--- config.mk ---
export PLATFORM = sky130hd
export DESIGN_NAME = arith_coproc
export DESIGN_NICKNAME = d
export VERILOG_FILES = /design/src/rtl/arcop_pkg.sv /design/src/rtl/arcop_mul_step.sv /design/src/rtl/arcop_div_chain.sv /design/src/rtl/arcop_finish.sv /design/src/rtl/arith_coproc.sv
export SDC_FILE = /design/constraint.sdc
export NUM_CORES = 2
export LEC_CHECK = 0
export ABC_CLOCK_PERIOD_IN_PS = 16700
export BUFFER_PORTS_ARGS = -buffer_cell sky130_fd_sc_hd__buf_4
export CAP_MARGIN = 0
export CORE_UTILIZATION = 60
export DETAILED_ROUTE_END_ITERATION = 12
export GPL_TIMING_DRIVEN = 0
export PLACE_DENSITY_LB_ADDON = 0.2
export SYNTH_ARGS = -nofsm -noshare
export SYNTH_HDL_FRONTEND = slang
export SYNTH_SLANG_ARGS = --single-unit
--- constraint.sdc ---
create_clock -name clk -period 16.7 [get_ports clk]
set_input_delay 3.34 -clock clk [delete_from_list [all_inputs] [get_ports clk]]
set_output_delay 3.34 -clock clk [all_outputs]
set_load 0.1 [all_outputs]
--- src/rtl/arcop_pkg.sv ---
package arcop_pkg;
  typedef enum logic [2:0] {
    OP_MUL  = 3'd0,
    OP_DIVS = 3'd1,
    OP_DIVL = 3'd2,
    OP_MACW = 3'd3,
    OP_MACS = 3'd4
  } arc_op_e;
endpackage

--- src/rtl/arcop_mul_step.sv ---
// One multiply iteration: shift the running product left by NB and add
// the magnitude multiplicand times the next NB multiplier bits (MSB first).
module arcop_mul_step #(
  parameter int W  = 16,
  parameter int NB = 4
) (
  input  logic [2*W-1:0] p_in,
  input  logic [W-1:0]   a,
  input  logic [NB-1:0]  dig,
  output logic [2*W-1:0] p_out
);
  localparam int W2 = 2 * W;

  logic [W2-1:0] part [NB];

  generate
    for (genvar i = 0; i < NB; i++) begin : g_pp
      assign part[i] = dig[i] ? (W2'(a) << i) : '0;
    end
  endgenerate

  always_comb begin
    p_out = p_in << NB;
    for (int i = 0; i < NB; i++) p_out = p_out + part[i];
  end
endmodule

--- src/rtl/arcop_div_chain.sv ---
// Chain of restoring division steps. Tap A after KA steps, tap B after KB.
module arcop_div_chain #(
  parameter int DW = 32,
  parameter int KA = 4,
  parameter int KB = 2
) (
  input  logic [DW-1:0] d,
  input  logic [DW-1:0] r_in,
  input  logic [DW-1:0] q_in,
  output logic [DW-1:0] r_a,
  output logic [DW-1:0] q_a,
  output logic [DW-1:0] r_b,
  output logic [DW-1:0] q_b
);
  localparam int K = (KA > KB) ? KA : KB;

  logic [DW-1:0] rs [K+1];
  logic [DW-1:0] qs [K+1];

  assign rs[0] = r_in;
  assign qs[0] = q_in;

  generate
    for (genvar k = 0; k < K; k++) begin : g_st
      logic [DW:0] sh;
      logic [DW:0] df;
      assign sh = {rs[k], qs[k][DW-1]};
      assign df = sh - {1'b0, d};
      assign rs[k+1] = df[DW] ? sh[DW-1:0] : df[DW-1:0];
      assign qs[k+1] = {qs[k][DW-2:0], ~df[DW]};
    end
  endgenerate

  assign r_a = rs[KA];
  assign q_a = qs[KA];
  assign r_b = rs[KB];
  assign q_b = qs[KB];
endmodule

--- src/rtl/arcop_finish.sv ---
// Final stage: restore signs, accumulate, clamp, and build the flags.
module arcop_finish
  import arcop_pkg::*;
#(
  parameter int W2 = 32
) (
  input  arc_op_e        op,
  input  logic           sgn,
  input  logic [W2-1:0]  pm,
  input  logic           negp,
  input  logic [W2-1:0]  acc,
  input  logic [W2-1:0]  qm,
  input  logic [W2-1:0]  rm,
  input  logic           negq,
  input  logic           negr,
  input  logic           dz,
  input  logic [W2-1:0]  dvd,
  output logic [W2-1:0]  res,
  output logic [W2-1:0]  rem,
  output logic           ovf
);
  logic [W2-1:0] prod;
  logic [W2+1:0] pe, ae, sum;
  logic          mac_ovf;
  logic [W2-1:0] clamp;

  always_comb begin
    prod    = negp ? (~pm + 1'b1) : pm;
    pe      = sgn ? {{2{prod[W2-1]}}, prod} : {2'b00, prod};
    ae      = sgn ? {{2{acc[W2-1]}}, acc} : {2'b00, acc};
    sum     = pe + ae;
    mac_ovf = sgn ? ((sum[W2+1:W2-1] != 3'b000) && (sum[W2+1:W2-1] != 3'b111))
                  : sum[W2];
    if (!sgn)           clamp = '1;
    else if (sum[W2+1]) clamp = {1'b1, {(W2-1){1'b0}}};
    else                clamp = {1'b0, {(W2-1){1'b1}}};

    res = '0;
    rem = '0;
    ovf = 1'b0;
    case (op)
      OP_MUL: res = prod;
      OP_DIVS, OP_DIVL: begin
        if (dz) begin
          res = '1;
          rem = dvd;
        end else begin
          res = negq ? (~qm + 1'b1) : qm;
          rem = negr ? (~rm + 1'b1) : rm;
          ovf = sgn && !negq && qm[W2-1];
        end
      end
      OP_MACW: begin
        res = sum[W2-1:0];
        ovf = mac_ovf;
      end
      OP_MACS: begin
        res = mac_ovf ? clamp : sum[W2-1:0];
        ovf = mac_ovf;
      end
      default: ;
    endcase
  end
endmodule

--- src/rtl/arith_coproc.sv ---
module arith_coproc
  import arcop_pkg::*;
#(
  parameter int W        = 16,
  parameter int MUL_CYC  = 4,
  parameter int DIVS_CYC = 8,
  parameter int DIVL_CYC = 16
) (
  input  logic           clk,
  input  logic           rst,
  input  logic           start,
  input  logic [2:0]     op,
  input  logic           sgn,
  input  logic [2*W-1:0] opa,
  input  logic [2*W-1:0] opb,
  input  logic [2*W-1:0] acc_in,
  output logic           busy,
  output logic           done,
  output logic [2*W-1:0] res,
  output logic [2*W-1:0] rem,
  output logic           dz,
  output logic           ovf
);
  localparam int W2   = 2 * W;
  localparam int MB   = W / MUL_CYC;
  localparam int KS   = W2 / DIVS_CYC;
  localparam int KL   = W2 / DIVL_CYC;
  localparam int LM1  = (MUL_CYC > DIVS_CYC) ? MUL_CYC : DIVS_CYC;
  localparam int LMAX = (LM1 > DIVL_CYC) ? LM1 : DIVL_CYC;
  localparam int CW   = $clog2(LMAX + 1);

  // ---------------- state ----------------
  logic          busy_q, done_q;
  logic [CW-1:0] cnt_q;
  arc_op_e       op_q;
  logic          sgn_q, negp_q, negq_q, negr_q, dzp_q;
  logic [W-1:0]  ma_q, mb_q;
  logic [W2-1:0] p_q, rq, qq, dq, acc_q, dvd_q;
  logic [W2-1:0] res_q, rem_q;
  logic          dz_q, ovf_q;

  // ---------------- operand capture ----------------
  logic          accept, op_ok;
  logic [W-1:0]  a_lo, b_lo, a_mag, b_mag;
  logic          a_s, b_s;
  logic [W2-1:0] dvr, dvd_mag, dvr_mag;
  logic          dvd_s, dvr_s;
  logic [CW-1:0] lat_m1;

  always_comb begin
    op_ok   = (op <= 3'd4);
    accept  = start && !busy_q && op_ok;
    a_lo    = opa[W-1:0];
    b_lo    = opb[W-1:0];
    a_s     = sgn && a_lo[W-1];
    b_s     = sgn && b_lo[W-1];
    a_mag   = a_s ? (~a_lo + 1'b1) : a_lo;
    b_mag   = b_s ? (~b_lo + 1'b1) : b_lo;
    if (op == OP_DIVS) dvr = sgn ? {{W{b_lo[W-1]}}, b_lo} : {{W{1'b0}}, b_lo};
    else               dvr = opb;
    dvd_s   = sgn && opa[W2-1];
    dvr_s   = sgn && dvr[W2-1];
    dvd_mag = dvd_s ? (~opa + 1'b1) : opa;
    dvr_mag = dvr_s ? (~dvr + 1'b1) : dvr;
    case (op)
      OP_DIVS: lat_m1 = CW'(DIVS_CYC - 1);
      OP_DIVL: lat_m1 = CW'(DIVL_CYC - 1);
      default: lat_m1 = CW'(MUL_CYC - 1);
    endcase
  end

  // ---------------- shared engine ----------------
  logic [W2-1:0] p_nx, r_s, q_s, r_l, q_l, r_nx, q_nx;

  arcop_mul_step #(.W(W), .NB(MB)) u_mul (
    .p_in (p_q),
    .a    (ma_q),
    .dig  (mb_q[W-1 -: MB]),
    .p_out(p_nx)
  );

  arcop_div_chain #(.DW(W2), .KA(KS), .KB(KL)) u_div (
    .d   (dq),
    .r_in(rq),
    .q_in(qq),
    .r_a (r_s),
    .q_a (q_s),
    .r_b (r_l),
    .q_b (q_l)
  );

  assign r_nx = (op_q == OP_DIVS) ? r_s : r_l;
  assign q_nx = (op_q == OP_DIVS) ? q_s : q_l;

  logic [W2-1:0] fin_res, fin_rem;
  logic          fin_ovf;

  arcop_finish #(.W2(W2)) u_fin (
    .op  (op_q),
    .sgn (sgn_q),
    .pm  (p_nx),
    .negp(negp_q),
    .acc (acc_q),
    .qm  (q_nx),
    .rm  (r_nx),
    .negq(negq_q),
    .negr(negr_q),
    .dz  (dzp_q),
    .dvd (dvd_q),
    .res (fin_res),
    .rem (fin_rem),
    .ovf (fin_ovf)
  );

  // ---------------- sequencing ----------------
  always_ff @(posedge clk) begin
    if (rst) begin
      busy_q <= 1'b0;  done_q <= 1'b0;  cnt_q <= '0;
      op_q   <= OP_MUL; sgn_q <= 1'b0;
      negp_q <= 1'b0;  negq_q <= 1'b0; negr_q <= 1'b0; dzp_q <= 1'b0;
      ma_q   <= '0;    mb_q   <= '0;   p_q    <= '0;
      rq     <= '0;    qq     <= '0;   dq     <= '0;
      acc_q  <= '0;    dvd_q  <= '0;
      res_q  <= '0;    rem_q  <= '0;   dz_q   <= 1'b0; ovf_q <= 1'b0;
    end else begin
      done_q <= 1'b0;
      if (accept) begin
        busy_q <= 1'b1;
        cnt_q  <= lat_m1;
        op_q   <= arc_op_e'(op);
        sgn_q  <= sgn;
        ma_q   <= a_mag;
        mb_q   <= b_mag;
        negp_q <= a_s ^ b_s;
        p_q    <= '0;
        qq     <= dvd_mag;
        dq     <= dvr_mag;
        rq     <= '0;
        negq_q <= dvd_s ^ dvr_s;
        negr_q <= dvd_s;
        dzp_q  <= (dvr == '0);
        acc_q  <= acc_in;
        dvd_q  <= opa;
      end else if (busy_q) begin
        p_q  <= p_nx;
        mb_q <= mb_q << MB;
        rq   <= r_nx;
        qq   <= q_nx;
        if (cnt_q == '0) begin
          busy_q <= 1'b0;
          done_q <= 1'b1;
          res_q  <= fin_res;
          rem_q  <= fin_rem;
          ovf_q  <= fin_ovf;
          dz_q   <= dzp_q && ((op_q == OP_DIVS) || (op_q == OP_DIVL));
        end else begin
          cnt_q <= cnt_q - 1'b1;
        end
      end
    end
  end

  assign busy = busy_q;
  assign done = done_q;
  assign res  = res_q;
  assign rem  = rem_q;
  assign dz   = dz_q;
  assign ovf  = ovf_q;

  // ---------------- assertions ----------------
  assert_done_after_busy_R2: assert property (@(posedge clk) disable iff (rst)
    done |-> ($past(busy) && !busy));

  assert_done_single_R2: assert property (@(posedge clk) disable iff (rst)
    done |=> !done);

  assert_bad_op_R3: assert property (@(posedge clk) disable iff (rst)
    (start && !busy && (op > 3'd4)) |=> !busy);

  assert_locked_R10: assert property (@(posedge clk) disable iff (rst)
    (busy && $past(busy)) |-> ($stable(op_q) && $stable(sgn_q) && $stable(dq) && $stable(acc_q)));

  assert_hold_R11: assert property (@(posedge clk) disable iff (rst)
    !done |-> ($stable(res) && $stable(rem) && $stable(dz) && $stable(ovf)));

  assert_dz_value_R7: assert property (@(posedge clk) disable iff (rst)
    (done && dz) |-> ((res == '1) && (rem == dvd_q)));

  assert_clamp_R9: assert property (@(posedge clk) disable iff (rst)
    (done && (op_q == OP_MACS) && ovf) |->
      ((res == '1) || (res == {1'b0, {(W2-1){1'b1}}}) || (res == {1'b1, {(W2-1){1'b0}}})));
endmodule

==> Implementation_results.wiki <==
{| class="wikitable"
! Metric !! Value
|-
| Slowest library cell on the worst path || nor2_1
|-
| Final-report setup violation count || 0
|-
| Fin crit period || 16.38 ns
|-
| Top cells by area in the synthesized netlist || dfxtp_1, ha_1, a21oi_1
|-
| Initial antenna violation count || 6
|-
| Remaining DRCs || 0
|-
| Post-DRT Antenna Nets || 0
|-
| Worst setup margin || 0.318 ns
|-
| Type of the setup path with the least slack || reg -> reg
|-
| Synthesized area per cell || 7.44 um^2
|-
| Placeable core region || 0.0478 mm^2
|-
| Largest family of logic cells by synthesized area || compound AO/OA/AOI/OAI gates
|-
| Number of synthesized flops with an enable pin || 0
|-
| Most frequent cells in the layout || nand2_1, nor2_1, a21oi_1, dfxtp_1, o21ai_0
|-
| Post-DP HPWL || 97.7 mm
|-
| Global-route wire length before repair || 179 mm
|-
| Register-to-register setup slack || 0.32 ns
|-
| Library cell occupying the most area in the post-synthesis netlist || dfxtp_1
|-
| Transition time at the pin with the least slew margin || 1.26 ns
|-
| Count of input and output buffers || 167
|-
| Number of buffers created by CTS || 36
|-
| Post-synthesis share of cell area spent on and, or, nand and nor gates || 0.222
|-
| Post-synthesis sequential element count || 300
|-
| Maximum number of buffers from clock root to sink || 3
|-
| Dpl ws || -2.44 ns
|-
| Clock root buffer || clkbuf_16
|-
| I/O pins || 171
|-
| Dominant cell type by count on the critical path || a21oi_1
|-
| Post-synth cell types || 107
|-
| Post-synthesis net count || 4,266
|-
| Number of rows created at floorplan || 80
|-
| Detailed-routing iteration count for the pre-antenna-repair pass || 8
|-
| Cell depth of the worst flop-to-flop path || 60
|-
| Count of hold-fix buffers inserted at cts || 0
|-
| Total Neg Setup Slack || 0 ns
|-
| Count of clock tree sinks || 300
|-
| Share of the synthesized area in the top cell type || 0.206
|-
| Share of the yosys chip area belonging to registers || 0.206
|-
| CTS tree || yes
|-
| Post-synthesis to final-layout area growth || 11.8%
|-
| Critical path data arrival time || 16.90 ns
|-
| Synthesized-area fraction occupied by xor and xnor cells || 0.0957
|-
| H-tree depth || 2
|-
| Synth Area in Compound Gates || 0.264
|-
| Crit Reg-Reg Endpoint || res[20]$_SDFFE_PP0P_
|-
| Final hold violations || 0
|-
| Run status || complete, no violations
|-
| Vias in the first global route || 28,966
|-
| Most common library cell in the layout ignoring fill and taps || nand2_1
|-
| Vertical die dimension || 222 um
|-
| Max-slew headroom || 0.152
|-
| Vias post-DR || 32,203
|-
| Crit start category || register
|-
| Routed WL per cell || 25.8 um
|-
| Share of layout cells above drive strength 1 || 0.0974
|-
| Required time of the critical path || 17.22 ns
|-
| Post-Synthesis Cells || 3,917
|-
| Largest net degree at the start of global routing || 14
|-
| Synth async-reset ratio || 0
|-
| Setup Skew || 0.0209 ns
|-
| Share of synthesized cell area in full adder, half adder and majority cells || 0.118
|-
| Max Cap Violations || 0
|-
| Fin. max-slew vios || 0
|-
| Period utilization || 0.981
|-
| Effective utilization at floorplan || 0.609
|-
| Prevailing post-synth register cell || dfxtp_1
|-
| Share of the core filled with cells in the final layout || 0.681
|-
| Initial DRC count || 4,716
|-
| RSZ-0062 raised after global routing || false
|-
| Terminating pin of the worst hold path || dvd_q[25]$_SDFFE_PP0P_
|-
| Final net count || 4,472
|-
| Worst Hold Class || reg -> reg
|-
| Synth warnings || 0
|-
| Worst hold slack || 0.461 ns
|-
| Post-detailed-routing wire length || 123 mm
|-
| Worst min-delay path startpoint || dvd_q[25]$_SDFFE_PP0P_
|-
| Clock slew seen by the registers of the worst setup and hold paths || 0.06 ns
|-
| Horizontal die dimension || 222 um
|-
| Hold path cells || 2
|-
| Total die area || 0.0495 mm^2
|-
| Gpl congestion || 1.07
|-
| Beginning of the worst register-to-register path || dq[0]$_SDFFE_PP0P_
|-
| Multiplexer area fraction after synthesis || 0.0465
|-
| Clock latency on the worst-skew pair || 0.58 ns
|-
| GRT Residual Overflow || 0
|-
| Netlist Area Pre-Place || 0.0292 mm^2
|-
| Tot GR Track Use || 0.480
|-
| Critical path's largest stage delay || 0.60 ns
|-
| Per-cell via count in the routed design || 6.76
|-
| Type of destination of the critical path || register
|-
| Worst-path maximum fanout || 10
|-
| Highest clock rate || 0.0610 GHz
|}
how the worst max path moves through the flow:
| stage | slack, ns | to | depth (start not counted) | start |
|---|---|---|---|---|
| 2_1_floorplan | 3.71 | res[20]$_SDFFE_PP0P_ | 61 | dq[1]$_SDFFE_PP0P_ |
| 3_3_place_gp | -2.37 | res[20]$_SDFFE_PP0P_ | 60 | dq[0]$_SDFFE_PP0P_ |
| 3_5_place_dp | -2.44 | res[20]$_SDFFE_PP0P_ | 60 | dq[0]$_SDFFE_PP0P_ |
| 4_1_cts | 0.06 | res[20]$_SDFFE_PP0P_ | 61 | dq[0]$_SDFFE_PP0P_ |
| 5_1_grt | 0.04 | res[20]$_SDFFE_PP0P_ | 61 | dq[0]$_SDFFE_PP0P_ |
| 6_report | 0.32 | res[20]$_SDFFE_PP0P_ | 60 | dq[0]$_SDFFE_PP0P_ |
synthesized netlist by cell type (25+ instances only):
library cell / count
mux2_2: 40
o31ai_1: 31
nand2_1: 507
nand2b_1: 44
or3_1: 67
dfxtp_1: 300
a21o_1: 66
a22oi_1: 36
ha_1: 198
mux2i_1: 84
and2_1: 83
nand3_1: 70
xor2_1: 135
nor2_1: 399
and3_1: 31
xnor2_1: 180
clkbuf_1: 166
o21bai_1: 26
nor3_1: 52
a31oi_1: 33
a21oi_1: 386
o21ai_0: 238
inv_1: 134
o21a_1: 38
a211oi_1: 87
a221oi_1: 25
fa_1: 48
registers in the layout (all words and copies together) (netlist names), 28 cells and up:
name   count
dvd_q     31
p_q       28
dq        32
rem       32
rq        32
acc_q     32
res       32
qq        32
layout make-up:
cell class,instances,area (um^2)
Multi-Input combinational cell,3270,21900
Sequential cell,300,6010
Inverter,135,507
Fill cell,4049,15300
Timing Repair Buffer,169,1270
Buffer,211,898
Clock buffer,47,1030
Tap cell,615,769
Clock inverter,16,198
Antenna cell,2,5.00
worst max-delay path: cells and delay by family, from the launching register on:
| family | cells | cell delay, ns |
|---|---|---|
| compound gates | 26 | 6.74 |
| xor+xnor | 3 | 0.94 |
| fa+ha+maj | 6 | 1.96 |
| buf+inv | 10 | 2.72 |
| flops | 1 | 0.47 |
| mux | 1 | 0.32 |
| simple gates | 14 | 3.07 |
cells by family after synthesis:
group / Yosys count
and+or+nand+nor: 1388
AOI/OAI and AO/OA: 1191
buffers and inverters: 347
xor gates and xnor gates: 317
DFF: 300
adders and majority gates: 246
muxes: 128
layer usage:
metal	up-vias	wire [um]	track usage
li1	14416	-	-
met4	4	4770	0.179
met5	-	30	0
met3	331	19600	0.186
met1	15228	50600	0.668
met2	2224	47700	0.658
timing repair:
action                                  in CTS  in global routing
hold endpoints to repair                     0                  0
pin swaps                                    1                  1
setup buffers                                1                  0
resized for setup                           24                 21
endpoints found under the setup margin      96                 51
stage by stage:
step | instances | cell area [um^2]
final | 4765 | 32600
after global routing | 4763 | 32600
after CTS | 4763 | 32500
after detailed placement | 4699 | 31200
after global placement | 4699 | 31200
after floorplan | 3917 | 29200
Power is not shown: default switching activity piles up to over one toggle a cycle in this logic, so the estimate is an artifact.
